## config.mk

```make
export PLATFORM = sky130hd
export DESIGN_NAME = pcs_paged_pc
export DESIGN_NICKNAME = d
export VERILOG_FILES = /design/src/rtl/pcs_pkg.sv /design/src/rtl/pcs_ret_stack.sv /design/src/rtl/pcs_next_addr.sv /design/src/rtl/pcs_paged_pc.sv
export SDC_FILE = /design/constraint.sdc
export NUM_CORES = 1
export LEC_CHECK = 0
export CAP_MARGIN = 20
export CORE_MARGIN = 2
export CORE_UTILIZATION = 58
export CTS_CLUSTER_SIZE = 28
export DETAILED_ROUTE_END_ITERATION = 8
export PLACE_DENSITY = 0.77
export SLEW_MARGIN = 20
export SYNTH_ARGS = -nofsm -noshare
export SYNTH_HDL_FRONTEND = slang
export SYNTH_SLANG_ARGS = --single-unit
```

## constraint.sdc

```tcl
create_clock -name clk -period 2.7 [get_ports clk]
set_input_delay 0.27 -clock clk [delete_from_list [all_inputs] [get_ports clk]]
set_output_delay 0.27 -clock clk [all_outputs]
set_load 0.01 [all_outputs]
```

## src/rtl/pcs_pkg.sv

```systemverilog
package pcs_pkg;
  typedef enum logic [2:0] {
    OP_STEP = 3'd0,
    OP_JUMP = 3'd1,
    OP_CALL = 3'd2,
    OP_RET  = 3'd3,
    OP_LOAD = 3'd4,
    OP_ADD  = 3'd5,
    OP_TBL  = 3'd6,
    OP_IDLE = 3'd7
  } pcs_op_e;
endpackage

```

## src/rtl/pcs_ret_stack.sv

```systemverilog
module pcs_ret_stack #(
  parameter int WIDTH = 12,
  parameter int DEPTH = 5
) (
  input  logic             clk,
  input  logic             rst_n,
  input  logic             push,
  input  logic             pop,
  input  logic [WIDTH-1:0] push_data,
  output logic [WIDTH-1:0] top_data
);
  localparam int PTR_W = (DEPTH > 1) ? $clog2(DEPTH) : 1;
  localparam logic [PTR_W-1:0] LAST = PTR_W'(DEPTH - 1);

  logic [WIDTH-1:0] slot_q [DEPTH];
  logic [PTR_W-1:0] top_q;
  logic [PTR_W-1:0] up_ptr;
  logic [PTR_W-1:0] dn_ptr;

  assign up_ptr   = (top_q == LAST) ? '0 : top_q + 1'b1;
  assign dn_ptr   = (top_q == '0) ? LAST : top_q - 1'b1;
  assign top_data = slot_q[top_q];

  always_ff @(posedge clk) begin
    if (!rst_n) begin
      top_q <= LAST;
    end else if (push) begin
      top_q <= up_ptr;
    end else if (pop) begin
      top_q <= dn_ptr;
    end
  end

  for (genvar g = 0; g < DEPTH; g++) begin : g_slot
    always_ff @(posedge clk) begin
      if (!rst_n) begin
        slot_q[g] <= '0;
      end else if (push && up_ptr == PTR_W'(g)) begin
        slot_q[g] <= push_data;
      end
    end
  end

  a_r12_ptr_range: assert property (@(posedge clk) disable iff (!rst_n)
    top_q <= LAST);
  a_r12_push_stored: assert property (@(posedge clk) disable iff (!rst_n)
    push |=> top_data == $past(push_data));
  a_r13_no_push_pop: assert property (@(posedge clk) disable iff (!rst_n)
    !(push && pop));
endmodule

```

## src/rtl/pcs_next_addr.sv

```systemverilog
module pcs_next_addr
  import pcs_pkg::*;
#(
  parameter int PC_W   = 12,
  parameter int PAGE_W = 10,
  parameter int ACC_W  = 8
) (
  input  pcs_op_e               op,
  input  logic [PC_W-1:0]       pc,
  input  logic [PAGE_W-1:0]     imm,
  input  logic [ACC_W-1:0]      acc,
  input  logic [PC_W-PAGE_W-1:0] page_sel,
  input  logic [PC_W-1:0]       stack_top,
  output logic [PC_W-1:0]       pc_next,
  output logic [PC_W-1:0]       ret_addr,
  output logic                  push,
  output logic                  pop,
  output logic                  flow
);
  localparam int HI_W = PAGE_W - ACC_W;

  logic [ACC_W-1:0] low_sum;
  assign low_sum  = pc[ACC_W-1:0] + acc;
  assign ret_addr = pc + 1'b1;

  always_comb begin
    pc_next = pc;
    push    = 1'b0;
    pop     = 1'b0;
    flow    = 1'b1;
    unique case (op)
      OP_STEP: begin pc_next = ret_addr; flow = 1'b0; end
      OP_JUMP: pc_next = {page_sel, imm};
      OP_CALL: begin pc_next = {page_sel, imm}; push = 1'b1; end
      OP_RET:  begin pc_next = stack_top; pop = 1'b1; end
      OP_LOAD: pc_next = {page_sel, {HI_W{1'b0}}, acc};
      OP_ADD:  pc_next = {page_sel, {HI_W{1'b0}}, low_sum};
      OP_TBL:  pc_next = {page_sel, pc[PAGE_W-1:ACC_W], low_sum};
      OP_IDLE: flow = 1'b0;
      default: flow = 1'b0;
    endcase
  end
endmodule

```

## src/rtl/pcs_paged_pc.sv

```systemverilog
module pcs_paged_pc
  import pcs_pkg::*;
#(
  parameter int PC_W        = 12,
  parameter int PAGE_W      = 10,
  parameter int ACC_W       = 8,
  parameter int STACK_DEPTH = 5
) (
  input  logic                    clk,
  input  logic                    rst_n,
  input  logic [2:0]              op_i,
  input  logic [PAGE_W-1:0]       imm_i,
  input  logic [ACC_W-1:0]        acc_i,
  input  logic [PC_W-PAGE_W-1:0]  page_sel_i,
  output logic [PC_W-1:0]         pc_o,
  output logic                    bubble_o
);
  localparam logic [PC_W-1:0] RESET_VEC = '1;

  pcs_op_e         op;
  logic [PC_W-1:0] pc_q, pc_next, ret_addr, stack_top;
  logic            push, pop, flow, bubble_q, accept;

  assign op     = pcs_op_e'(op_i);
  assign accept = !bubble_q;

  pcs_next_addr #(.PC_W(PC_W), .PAGE_W(PAGE_W), .ACC_W(ACC_W)) u_next (
    .op(op), .pc(pc_q), .imm(imm_i), .acc(acc_i), .page_sel(page_sel_i),
    .stack_top(stack_top), .pc_next(pc_next), .ret_addr(ret_addr),
    .push(push), .pop(pop), .flow(flow)
  );

  pcs_ret_stack #(.WIDTH(PC_W), .DEPTH(STACK_DEPTH)) u_stack (
    .clk(clk), .rst_n(rst_n), .push(push && accept), .pop(pop && accept),
    .push_data(ret_addr), .top_data(stack_top)
  );

  always_ff @(posedge clk) begin
    if (!rst_n) begin
      pc_q     <= RESET_VEC;
      bubble_q <= 1'b0;
    end else if (accept) begin
      pc_q     <= pc_next;
      bubble_q <= flow;
    end else begin
      bubble_q <= 1'b0;
    end
  end

  assign pc_o     = pc_q;
  assign bubble_o = bubble_q;

  a_r9_single_bubble: assert property (@(posedge clk) disable iff (!rst_n)
    bubble_o |=> !bubble_o);
  a_r9_flow_bubble: assert property (@(posedge clk) disable iff (!rst_n)
    (!bubble_o && op_i inside {3'd1, 3'd2, 3'd3, 3'd4, 3'd5, 3'd6}) |=> bubble_o);
  a_r10_hold_in_bubble: assert property (@(posedge clk) disable iff (!rst_n)
    bubble_o |=> $stable(pc_o));
  a_r11_idle_hold: assert property (@(posedge clk) disable iff (!rst_n)
    (!bubble_o && op_i == 3'd7) |=> ($stable(pc_o) && !bubble_o));
  a_r2_step: assert property (@(posedge clk) disable iff (!rst_n)
    (!bubble_o && op_i == 3'd0) |=> pc_o == $past(pc_o) + 1'b1);
  a_r3_jump: assert property (@(posedge clk) disable iff (!rst_n)
    (!bubble_o && op_i == 3'd1) |=> pc_o == {$past(page_sel_i), $past(imm_i)});
endmodule

```

==> results by stage, run 1 <==
Setup path:
- The slowest library cell on the worst path is sky130_fd_sc_hd__nand4_1.
- The reg-to-reg critical path startpoint is u_stack.top_q[0].
- The delay of the slowest critical-path stage is about 0.52 ns.
- The number of cell instances on the worst register-to-register path is 6.
- The setup slack on the worst flop-to-flop path is 0.40 ns.
- For the worst setup path, the data required time is between 2 and 3 ns.
- The critical path goes through inv_1, ha_1, ha_1, nor2_1, nand4_1, nor2_1.
- STA puts the critical path data arrival time at 2.50 ns.
- The worst setup path is launched from a flop.
- The worst register-to-register path ends at u_stack.slot_q[4][10].
- Along the worst path, the maximum fanout reaches 12.
- The class of the most critical setup path is flop to flop.
- The endpoint kind of the worst setup timing path is a flop.

CTS:
- After clock tree synthesis, the clock-pin slew on the worst setup and hold paths is about 0.08 ns.
- The buffer depth of the longest clock path is 2.
- The CTS tree is built.
- The number of resized instances in the post-cts repair step is 0.
- The clock net sink count is 79.
- The total number of H-tree levels is 3.
- The root buffer cell is sky130_fd_sc_hd__clkbuf_8.
- The number of CTS-inserted buffers is 9.
- After clock tree synthesis, the setup repair step added 0 buffers.
- For the worst-skew pair, the clock arrives at the later sink with an insertion delay of around 0.36 ns.
- Hold repair after CTS inserted 0 buffers.

Global route:
- The total global routing track utilization is 26.2%.
- The number of global-route vias before repair is 3,435.
- The global-route wire length before repair is ~17 mm.
- Entering global routing, the biggest net connects 25 pins.
- The initial antenna violation count is 0.
- The total grt overflow is 0.

Logic synthesis:
- For this run, the leading register cell type out of synthesis is sky130_fd_sc_hd__edfxtp_1.
- After synthesis, the mean cell area works out to about 10 µm².
- The register area share after synthesis is 48.0%.
- The number of library cell types mapped by synthesis is 58.
- The fraction of synthesis flops using an asynchronous set or reset pin is 0%.
- After synthesis the netlist holds a flip-flop and latch count of a little under 80.
- For this run, the number of Yosys warnings is 0.
- The post-synth net total is 486.
- In this run the cell area of the synthesized design comes to roughly 4500 µm².
- The number of enable-type register cells in the synthesized netlist is 60.
- After technology mapping, the gate count stands at 446.

Floorplanning:
- The total I/O pin count is 38.
- The die outline area is roughly 8600 µm².
- The height of the chip is ~92 µm.
- The total core area is 7650 µm².
- The initial cell density of the core is 59.4%.
- The floorplan has 32 rows.
- Measured along the x axis, the die boundary spans 92.5 µm.

Placed design:
- The number of cells in the design after placement is 575.
- The congestion estimate from routability-driven global placement came to roughly 0.87.
- Once placement finished, the instance area stood at 5010 µm².
- Input and output buffers added on the ports amount to 37.
- The wire-length estimate of the detail-placed layout is roughly 7.7 mm.

Drt:
- The number of detailed-routing iterations run before antenna repair is 5.
- The total number of vias is ~3,600.
- The post-route DRC violation count is 0.
- The wire length per cell after detailed routing is 18.1 µm.
- The post-detailed-route via-to-cell ratio is between 6 and 7.
- The post-route antenna net violation count is 0.
- The first routing iteration left 263 violations.
- For this block, the routed nets add up to 10.7 mm of wire.

Min path:
- The worst hold path stage count is 2.
- The hold-critical path endpoint is u_stack.top_q[1].
- The startpoint identified for the worst hold timing path is u_stack.top_q[1].
- The class of the tightest hold or removal check is flop to flop.

Cells and area:
- At the end of the flow, the number of nets in the layout was 524.
- The finished layout cell area is 5190 µm².
- The number of antenna repair diodes is 0.
- After filler insertion, the fill cell instance count of the layout stands at slightly below 600.
- In the layout the commonest cells are 86 x sky130_fd_sc_hd__nor2_1, 60 x sky130_fd_sc_hd__edfxtp_1, 37 x sky130_fd_sc_hd__clkdlybuf4s50_1, 32 x sky130_fd_sc_hd__nand2_1.
- The synthesis-to-finish area growth is 14.4%.
- The ratio of cells with drive above 1 in the final layout is 10.8%.
- The library cell used most frequently in the layout, excluding fill and tap cells, is sky130_fd_sc_hd__nor2_1.
- The final instance count without filler cells is 591.
- Cells fill 67.9% of the core in the end.

Power and ir drop:
- The share of power burned in the clock network is a little over a quarter.
- Registers are responsible for approximately half of the overall power.
- The internal power consumption is between 2 and 2.5 mW.
- Per report_power, the combinational group accounts for between 20% and 30% of the total.
- The switching power is about 0.96 mW.
- Dividing total power by cell area gives a power density of 576 nW/µm².
- The leakage dissipation is 2.05 nW.
- The largest vdd supply drop is around 0.00042 V.
- The switching share of power is 32.1%.

STA:
- The fraction of the cycle the final worst path needs is 85.2%.
- The clock arrives with 0.00967 ns of skew.
- The minimum period implied by the final worst setup slack is 2.30 ns.
- The total negative slack is 0 ns.
- At the pin with the least slew margin, the transition time is 0.653 ns.
- The worst hold slack is just under 0.6 ns.
- Setup repair after global routing left no endpoint under its margin.
- The final hold violation count is 0.
- The highest clock rate is 0.434 GHz.
- Setup violations remaining at the end of the flow were counted as 0.
- Headroom to the max-slew limit came out at 55.4%.
- The count of final max-slew check failures came to 0.

Job:
- The tool flagged a number of max-cap violations equal to 0.

Status:
- The flow ran to the end, and the final reports show no timing, DRC or antenna violations.
state kept, by name, indices dropped and copies added, names as in the netlist, named ones only:
signal          count
bubble_o            1
pc_o               12
u_stack.slot_q     60
u_stack.top_q       3
worst max path at each step:
| stage | startpoint | cells past startpoint | slack (ns) | to |
|---|---|---|---|---|
| finish | u_stack.top_q[0] | 6 | 0.40 | u_stack.slot_q[4][10] |
| global route | u_stack.top_q[0] | 6 | 0.23 | u_stack.slot_q[4][5] |
| CTS | flop | 6 | 0.42 | pc_o[3] |
| detailed placement | op_i[1] | 6 | 0.31 | u_stack.slot_q[0][11] |
| global placement | acc_i[0] | 9 | 0.38 | pc_o[4] |
| floorplan | u_stack.top_q[0] | 6 | 0.75 | u_stack.slot_q[4][0] |
cell usage after synthesis, types with 6 or more instances:
library cell,n,share of area (%)
sky130_fd_sc_hd__inv_1,19,1.6
sky130_fd_sc_hd__mux2i_1,13,2.9
sky130_fd_sc_hd__mux4_2,10,5.0
sky130_fd_sc_hd__and3_1,6,0.83
sky130_fd_sc_hd__o21ai_0,13,1.4
sky130_fd_sc_hd__nand2_1,32,2.6
sky130_fd_sc_hd__edfxtp_1,60,40
sky130_fd_sc_hd__nor3_1,6,0.66
sky130_fd_sc_hd__a2111oi_0,7,1.3
sky130_fd_sc_hd__nand3_1,17,1.9
sky130_fd_sc_hd__a21oi_1,17,1.9
sky130_fd_sc_hd__nor2_1,86,7.1
sky130_fd_sc_hd__clkbuf_1,8,0.66
sky130_fd_sc_hd__nor2b_1,8,1.1
sky130_fd_sc_hd__dfxtp_1,19,8.4
sky130_fd_sc_hd__ha_1,14,3.9
sky130_fd_sc_hd__a211oi_1,8,1.3
sky130_fd_sc_hd__xnor2_1,10,1.9
sky130_fd_sc_hd__buf_2,15,1.7
metal layers:
layer	vias up	track usage, %	part of all wire, %
li1	1692	-	-
met1	1715	36.2	42
met2	144	42.3	50
met3	10	3.91	6.9
met4	0	9.58	0.93
met5	-	0	0
cells by family (layout without fill, tap and decap cells):
group                      after synthesis  after routing  synth area share, %
AOI/OAI and AO/OA                       78             78                 11.7
and+or+nand+nor                        183            183                 18.8
adders and majority gates               20             20                 5.40
xor gates and xnor gates                14             14                 2.70
buffers and inverters                   48             91                 5.29
DFF                                     79             79                 48.0
muxes                                   24             24                 8.07
power groups by stage:
stage | combinational (mW) | sequential, mW | clock [mW]
6_report | 0.726 | 1.46 | 0.805
4_1_cts | 0.723 | 1.46 | 0.814
5_1_grt | 0.795 | 1.47 | 0.853
2_1_floorplan | 0.487 | 1.46 | 0
3_3_place_gp | 0.710 | 1.48 | 0
3_5_place_dp | 0.718 | 1.49 | 0
through the flow:
step / power, mW / worst slack (ns)
2_1_floorplan: 1.95 / 0.747
3_3_place_gp: 2.19 / 0.382
3_5_place_dp: 2.21 / 0.308
4_1_cts: 3.00 / 0.418
5_1_grt: 3.12 / 0.226
6_report: 2.99 / 0.398
cell type report:
cell class	count	area [µm²]	area share, %
Tap cell	102	128	2.46
Clock buffer	9	124	2.38
Multi-Input combinational cell	319	2120	40.8
Clock inverter	7	57.6	1.11
Timing Repair Buffer	56	513	9.87
Inverter	19	71.3	1.37
Sequential cell	79	2180	42.0
critical path: cells and delay by family, from the launching register on:
kind                     cells  cell delay (ns)
flip-flops                   1             0.45
AND/OR/NAND/NOR              3             1.12
buffers and inverters        1             0.09
adder cells (fa/ha/maj)      2             0.50
Note: power is estimated with default switching activity, not from simulation.
==> run 2, diff against run 1 <==
--- a/config.mk
+++ b/config.mk
@@ -7,10 +7,10 @@
 export LEC_CHECK = 0
 export CAP_MARGIN = 20
 export CORE_MARGIN = 2
-export CORE_UTILIZATION = 58
+export CORE_UTILIZATION = 35
 export CTS_CLUSTER_SIZE = 28
 export DETAILED_ROUTE_END_ITERATION = 8
-export PLACE_DENSITY = 0.77
+export PLACE_DENSITY = 0.5
 export SLEW_MARGIN = 20
 export SYNTH_ARGS = -nofsm -noshare
 export SYNTH_HDL_FRONTEND = slang
==> run 2 against run 1 <==
Cell count is 13% higher. Sequential power barely moved. Utilization decreased by 25 points. Sequential share of layout area decreased by 1.8 points. Power grew 13%. Highest routed layer unchanged. Global-route usage decreased by 8.5 points.
==> results by stage, run 2 (same netlist as run 1, synthesis figures left out) <==
Status:
- Status: finished, final reports clean (unchanged).

Drt:
- The number of detailed-routing iterations run before antenna repair is 4 (was 5).
- The post-detailed-route via-to-cell ratio was 5.15 (was 6.03).
- The final wirelength is 11.8 mm (was 10.7 mm).
- The total number of vias came to 3,423 (was 3,561).
- The number of DRC markers after the initial detailed-route iteration was 225 (was 263).
- The wire length per cell after detailed routing was 17.8 µm (was 18.1 µm).
- The post-route antenna net violation count is 0 (unchanged).
- The post-route DRC violation count is 0 (unchanged).

Cells and area:
- The commonest non-fill, non-tap cell in the layout is sky130_fd_sc_hd__nor2_1 (unchanged).
- The final layout net count is 528 (was 524).
- The number of antenna repair diodes is 0 (unchanged).
- The register containing the most flip-flops in the final layout is u_stack.slot_q (unchanged).
- The ratio of cells with drive above 1 in the final layout is 11.4% (was 10.8%).
- Commonest cells after routing, fill and taps aside: 86 x sky130_fd_sc_hd__nor2_1, 60 x sky130_fd_sc_hd__edfxtp_1, 37 x sky130_fd_sc_hd__clkdlybuf4s50_1, 32 x sky130_fd_sc_hd__nand2_1, 23 x sky130_fd_sc_hd__buf_4 (was 86 x sky130_fd_sc_hd__nor2_1, 60 x sky130_fd_sc_hd__edfxtp_1, 37 x sky130_fd_sc_hd__clkdlybuf4s50_1, 32 x sky130_fd_sc_hd__nand2_1).
- The final cell utilization of the core is 43.0% (was 67.9%).
- The synthesis-to-finish area growth was 19.4% (was 14.4%).
- The flip-flop count of the largest register after layout is 60 (unchanged).

Power and ir drop:
- The internal power consumption is 2.41 mW (was 2.03 mW).
- The power per cell area came to 624 nW/µm² (was 576 nW/µm²).
- The switching share of power came to 28.9% (was 32.1%).
- The leakage dissipation is 2.11 nW (was 2.05 nW).
- The combinational fraction of design power was 21.8% (was 24.3%).
- The largest vdd supply drop was 0.000354 V (was 0.000419 V).
- The sequential cell fraction of total power is 43.2% (was 48.8%).
- The share of power burned in the clock network is 34.9% (was 26.9%).
- The switching power was 0.979 mW (was 0.959 mW).

STA:
- The minimum period implied by the final worst setup slack is 2.21 ns (was 2.30 ns).
- Setup repair after global routing missed its margin: false (unchanged).
- The slew at the pin closest to its max-slew limit is 0.641 ns (was 0.653 ns).
- The total negative slack is 0 ns (unchanged).
- The fraction of the cycle the final worst path needs came to 81.7% (was 85.2%).
- The final number of setup-violating endpoints is 0 (unchanged).
- The count of final max-slew check failures is 0 (unchanged).
- The final hold violation count was 0 (unchanged).
- The final setup slack of the worst path was 0.495 ns (was 0.398 ns).
- The setup clock skew after layout is 0.00769 ns (was 0.00967 ns).
- The highest clock rate is 0.453 GHz (was 0.434 GHz).
- The worst relative slew slack is 57.1% (was 55.4%).

Setup path:
- The data required time at the worst endpoint is 2.76 ns (was 2.90 ns).
- The endpoint of the most critical register-to-register path is u_stack.slot_q[1][10] (was u_stack.slot_q[4][10]).
- The critical path arrival is 2.27 ns (was 2.50 ns).
- The class of the most critical setup path is flop to flop (unchanged).
- The number of cell instances on the worst register-to-register path is 5 (was 6).
- The largest driver fanout on the critical path is 7 (was 12).
- The endpoint kind of the worst setup timing path is a flop (unchanged).
- The setup slack on the worst flop-to-flop path is 0.49 ns (was 0.40 ns).
- The reg-to-reg critical path startpoint is pc_o[1] (was u_stack.top_q[0]).
- The launching element type of the critical path is a flop (unchanged).

Global route:
- The number of global-route vias before repair is 3,529 (was 3,435).
- The maximum number of pins on one net before global-route repair is 21 (was 25).
- The total global routing track utilization is 17.7% (was 26.2%).
- The initial antenna violation count is 0 (unchanged).
- The total grt overflow came to 0 (unchanged).
- The global-route wire length before repair came to 19.2 mm (was 17.2 mm).

CTS:
- The root buffer cell is sky130_fd_sc_hd__clkbuf_16 (was sky130_fd_sc_hd__clkbuf_8).
- The CTS tree is built (unchanged).
- The number of buffers added for setup after CTS was 0 (unchanged).
- The post-cts hold buffer count is 0 (unchanged).
- The number of CTS-inserted buffers is 9 (unchanged).
- The total number of H-tree levels is 3 (unchanged).
- The buffer depth of the longest clock path is 2 (unchanged).
- The CTS clock-pin slew for the worst setup and hold paths is 0.06 ns (was 0.08 ns).
- The clock net sink count is 79 (unchanged).
- The clock latency at the later pin of the worst-skew pair is 0.33 ns (was 0.36 ns).
- The number of resized instances in the post-cts repair step is 0 (unchanged).

Floorplanning:
- The die extent in x is 118 µm (was 92.5 µm).
- The total I/O pin count is 38 (unchanged).
- The initial cell density of the core is 36.0% (was 59.4%).
- The total core area was 12,600 µm² (was 7650 µm²).
- The number of core rows came to 41 (was 32).
- The height of the chip is 118 µm (was 92.5 µm).
- The die outline area is 13,900 µm² (was 8550 µm²).

Placed design:
- The final HPWL from detailed placement came to 8.89 mm (was 7.73 mm).
- The setup slack after placement came to 0.328 ns (was 0.308 ns).
- The global placement routability congestion is 0.809 (was 0.874).
- The number of port buffers is 37 (unchanged).

Min path:
- The worst hold path stage count is 2 (unchanged).
- The start point of the worst hold path is u_stack.top_q[1] (unchanged).
- The class of the tightest hold or removal check is flop to flop (unchanged).

Job:
- The max capacitance violation total came to 0 (unchanged).
-- run 2: stage by stage --
stage	hold slack, ns	total power, mW	cells	area, µm²
2_1_floorplan	0.497	1.95	446	4540
3_3_place_gp	0.558	2.22	649	5130
3_5_place_dp	0.558	2.23	649	5130
4_1_cts	0.570	3.42	665	5420
5_1_grt	0.610	3.56	665	5420
6_report	0.570	3.38	665	5420
-- run 2: routing by layer --
layer	vias to the layer above	share of wire (%)	track usage (%)
met4	0	1.5	5.57
met2	69	49	30.1
met3	14	3.6	3.20
met1	1648	46	22.9
li1	1692	-	-
met5	-	0	0
-- run 2: how the worst max path moves through the flow --
stage | from | to | slack (ns)
detailed placement | op_i[0] | pc_o[3] | 0.33
finish | pc_o[1] | u_stack.slot_q[1][10] | 0.49
floorplan | u_stack.top_q[0] | u_stack.slot_q[4][0] | 0.75
CTS | pc_o[0] | u_stack.slot_q[1][10] | 0.47
global placement | op_i[0] | pc_o[3] | 0.34
global route | flop | pc_o[3] | 0.16
-- run 2: final cells by class --
type                    count  area, µm²
fillers                  1252       7200
flip-flops and latches     79       2180
multi-input cells         319       2120
repair buffers             60        543
clock buffers              10        229
well taps                 172        215
inverters                  19       71.3
clock inverters             6       61.3
-- run 2: worst max-delay path, stage by stage (launching register included) --
cell                      delay (ns)
sky130_fd_sc_hd__dfxtp_1        0.50
sky130_fd_sc_hd__ha_1           0.31
sky130_fd_sc_hd__nand3_1        0.21
sky130_fd_sc_hd__nor3_1         0.50
sky130_fd_sc_hd__xnor2_1        0.31
sky130_fd_sc_hd__nor2_1         0.10
-- run 2: power by group through the flow --
stage	sequential [mW]	combinational [mW]	clock (mW)
after floorplan	1.46	0.487	0
after global placement	1.49	0.735	0
after detailed placement	1.49	0.739	0
after CTS	1.46	0.744	1.21
after global routing	1.47	0.819	1.27
final	1.46	0.739	1.18
==> run 3, diff against run 2 <==
==> constraint.sdc (replaced) <==
create_clock -name clk -period 2.07 [get_ports clk]
set_input_delay 0.207 -clock clk [delete_from_list [all_inputs] [get_ports clk]]
set_output_delay 0.207 -clock clk [all_outputs]
set_load 0.01 [all_outputs]
==> run 3 against run 2 <==
Combinational power is 56% higher. Setup slack worse by 0.40 ns. Hold slack better by 0.017 ns. Cell area is 8.2% higher. Clock skew is 0.00097 ns lower. Clock power is 22% higher. Sequential power is 29% higher. Cell count is 6.3% higher.
==> results by stage, run 3 (same netlist as run 1, synthesis figures left out) <==
Drt:
- The final wirelength was 12.5 mm (was 11.8 mm).
- The post-route DRC violation count was 0 (unchanged).
- The wire length per cell after detailed routing is 17.6 µm (was 17.8 µm).
- The total number of vias is 3,625 (was 3,423).
- The post-route antenna net violation count was 0 (unchanged).
- The post-detailed-route via-to-cell ratio came to 5.13 (was 5.15).
- The number of detailed-routing iterations run before antenna repair was 4 (unchanged).
- The number of DRC markers after the initial detailed-route iteration is 227 (was 225).

Floorplanning:
- The initial cell density of the core is 36.0% (unchanged).
- The total core area is 12,600 µm² (unchanged).
- The die outline area is 13,900 µm² (unchanged).
- The total I/O pin count is 38 (unchanged).
- The height of the chip is 118 µm (unchanged).
- The number of core rows is 41 (unchanged).
- The die extent in x was 118 µm (unchanged).

CTS:
- The clock latency at the later pin of the worst-skew pair is 0.33 ns (about the same).
- The buffer depth of the longest clock path is 2 (unchanged).
- The total number of H-tree levels came to 3 (unchanged).
- The post-cts hold buffer count is 0 (unchanged).
- The CTS tree is built (unchanged).
- The clock net sink count came to 79 (unchanged).
- The root buffer cell is sky130_fd_sc_hd__clkbuf_16 (unchanged).
- The number of CTS-inserted buffers came to 9 (unchanged).
- The CTS clock-pin slew for the worst setup and hold paths is 0.06 ns (about the same).

STA:
- The worst relative slew slack is 56.0% (was 57.1%).
- The slew at the pin closest to its max-slew limit is 0.655 ns (was 0.641 ns).
- The count of final max-slew check failures was 0 (unchanged).
- The setup clock skew after layout is 0.00672 ns (was 0.00769 ns).
- Setup repair after global routing missed its margin: false (unchanged).
- The minimum period implied by the final worst setup slack is 1.97 ns (was 2.21 ns).
- The total negative slack is 0 ns (unchanged).
- The final hold violation count is 0 (unchanged).
- The highest clock rate is 0.507 GHz (was 0.453 GHz).
- The final number of setup-violating endpoints is 0 (unchanged).
- The fraction of the cycle the final worst path needs is 95.3% (was 81.7%).

Setup path:
- The critical path arrival is 2.02 ns (was 2.27 ns).
- The endpoint kind of the worst setup timing path is a flop (unchanged).
- The data required time at the worst endpoint is 2.12 ns (was 2.76 ns).
- The cell type group with the largest total delay on the critical path is simple AND/OR/NAND/NOR gates (unchanged).
- The slowest library cell on the worst path is sky130_fd_sc_hd__dfxtp_1 (unchanged).
- The total buffers and inverters traversed by the critical path is 3 (was 0).
- The class of the most critical setup path is flop to flop (unchanged).
- The setup slack on the worst flop-to-flop path is 0.1 ns (was 0.49 ns).
- The number of cell instances on the worst register-to-register path is 9 (was 5).
- The launching element type of the critical path is a flop (unchanged).
- Cell chain of the critical path: inv_1, ha_1, ha_4, nor2_4, nor3_4, buf_4, nand2_1, nand2_2, clkbuf_16 (was ha_1, nand3_1, nor3_1, xnor2_1, nor2_1).
- The endpoint of the most critical register-to-register path is u_stack.slot_q[1][1] (was u_stack.slot_q[1][10]).
- The delay of the slowest critical-path stage is 0.31 ns (was 0.50 ns).
- The largest driver fanout on the critical path is 6 (was 7).
- The reg-to-reg critical path startpoint is u_stack.top_q[0] (was pc_o[1]).

Cells and area:
- The area taken by flip-flops and latches is 2180 µm² (about the same).
- The finished layout cell area is 5870 µm² (was 5420 µm²).
- The commonest non-fill, non-tap cell in the layout is sky130_fd_sc_hd__nor2_1 (unchanged).
- The number of antenna repair diodes came to 0 (unchanged).
- The final cell utilization of the core is 46.5% (was 43.0%).
- The area of the multi-input gates is 2170 µm² (was 2120 µm²).
- The flip-flop count of the largest register after layout was 60 (unchanged).
- The synthesis-to-finish area growth is 29.2% (was 19.4%).
- The number of inserted filler cells in the final layout is 1,237 (was 1,252).
- The register containing the most flip-flops in the final layout is u_stack.slot_q (unchanged).
- The final layout net count is 570 (was 528).
- Commonest cells after routing, fill and taps aside: 85 x sky130_fd_sc_hd__nor2_1, 60 x sky130_fd_sc_hd__edfxtp_1, 54 x sky130_fd_sc_hd__buf_4, 37 x sky130_fd_sc_hd__clkdlybuf4s50_1, 31 x sky130_fd_sc_hd__nand2_1 (was 86 x sky130_fd_sc_hd__nor2_1, 60 x sky130_fd_sc_hd__edfxtp_1, 37 x sky130_fd_sc_hd__clkdlybuf4s50_1, 32 x sky130_fd_sc_hd__nand2_1, 23 x sky130_fd_sc_hd__buf_4).
- The ratio of cells with drive above 1 in the final layout is 19.8% (was 11.4%).

Min path:
- The start point of the worst hold path was pc_o[3] (was u_stack.top_q[1]).
- The path with the worst hold slack has its endpoint at pc_o[3].
- The worst hold path stage count is 2 (unchanged).
- The class of the tightest hold or removal check is flop to flop (unchanged).

Status:
- Status: finished, final reports clean (unchanged).

Global route:
- The initial antenna violation count came to 0 (unchanged).
- The number of global-route vias before repair is 3,709 (was 3,529).
- The maximum number of pins on one net before global-route repair is 24 (was 21).
- The global-route wire length before repair is 19.7 mm (was 19.2 mm).
- The total global routing track utilization is 18.2% (was 17.7%).
- The total grt overflow is 0 (unchanged).

Placed design:
- The global placement routability congestion came to 0.841 (was 0.809).
- The number of port buffers was 37 (unchanged).
- The final HPWL from detailed placement is 9.31 mm (was 8.89 mm).
- The instance area at placement is 5480 µm² (was 5130 µm²).

Job:
- The max capacitance violation total came to 0 (unchanged).

Power and ir drop:
- The overall power of the completed layout is 4.47 mW (was 3.38 mW).
- The largest vdd supply drop is 0.000502 V (was 0.000354 V).
- The power per cell area is 762 nW/µm² (was 624 nW/µm²).
- The leakage dissipation came to 2.37 nW (was 2.11 nW).
[run 3: metal layers]
metal | wire [µm] | global-route usage (%) | vias up
li1 | - | - | 1783
met1 | 5600 | 22.8 | 1758
met5 | 0 | 0 | -
met2 | 6330 | 32.3 | 72
met3 | 366 | 2.66 | 12
met4 | 155 | 5.65 | 0
[run 3: timing repair]
item,CTS,global route
resized for setup,1,18
setup endpoints to repair,16,55
gates cloned,0,2
setup buffers,0,2
pin swaps,0,3
[run 3: per-stage QoR]
stage | hold WS, ns | worst slack [ns] | instances
2_1_floorplan | 0.434 | 0.117 | 446
3_3_place_gp | 0.560 | -0.0926 | 687
3_5_place_dp | 0.573 | -0.115 | 687
4_1_cts | 0.579 | 0.0640 | 703
5_1_grt | 0.619 | 0.00968 | 707
6_report | 0.587 | 0.0971 | 707
[run 3: power by group]
part	internal [mW]	leakage (nW)	switching (mW)	total, mW
Sequential	1.80	0.778	0.0807	1.88
Clock	0.808	0.134	0.628	1.44
Combinational	0.531	1.45	0.622	1.15
[run 3: area by class of cell]
class | instances | share of cell area [%]
Clock inverter | 6 | 0.618
Multi-Input combinational cell | 319 | 37.1
Inverter | 19 | 1.22
Timing Repair Buffer | 102 | 16.3
Clock buffer | 10 | 3.90
Sequential cell | 79 | 37.2
Tap cell | 172 | 3.67
[run 3: worst max path at each step]
| stage | from | to | cells after the start |
|---|---|---|---|
| 2_1_floorplan | u_stack.top_q[0] | u_stack.slot_q[4][0] | 6 |
| 3_3_place_gp | acc_i[0] | pc_o[4] | 9 |
| 3_5_place_dp | op_i[2] | pc_o[2] | 7 |
| 4_1_cts | pc_o[1] | u_stack.slot_q[2][10] | 6 |
| 5_1_grt | u_stack.top_q[0] | u_stack.slot_q[1][1] | 9 |
| 6_report | u_stack.top_q[0] | u_stack.slot_q[1][1] | 9 |
[run 3: worst reg2reg max path, stage by stage, from the launching register on]
cell and delay, ns:
sky130_fd_sc_hd__dfxtp_1 0.31, sky130_fd_sc_hd__inv_1 0.07, sky130_fd_sc_hd__ha_1 0.27, sky130_fd_sc_hd__ha_4 0.20, sky130_fd_sc_hd__nor2_4 0.06, sky130_fd_sc_hd__nor3_4 0.27
sky130_fd_sc_hd__buf_4 0.16, sky130_fd_sc_hd__nand2_1 0.05, sky130_fd_sc_hd__nand2_2 0.13, sky130_fd_sc_hd__clkbuf_16 0.17
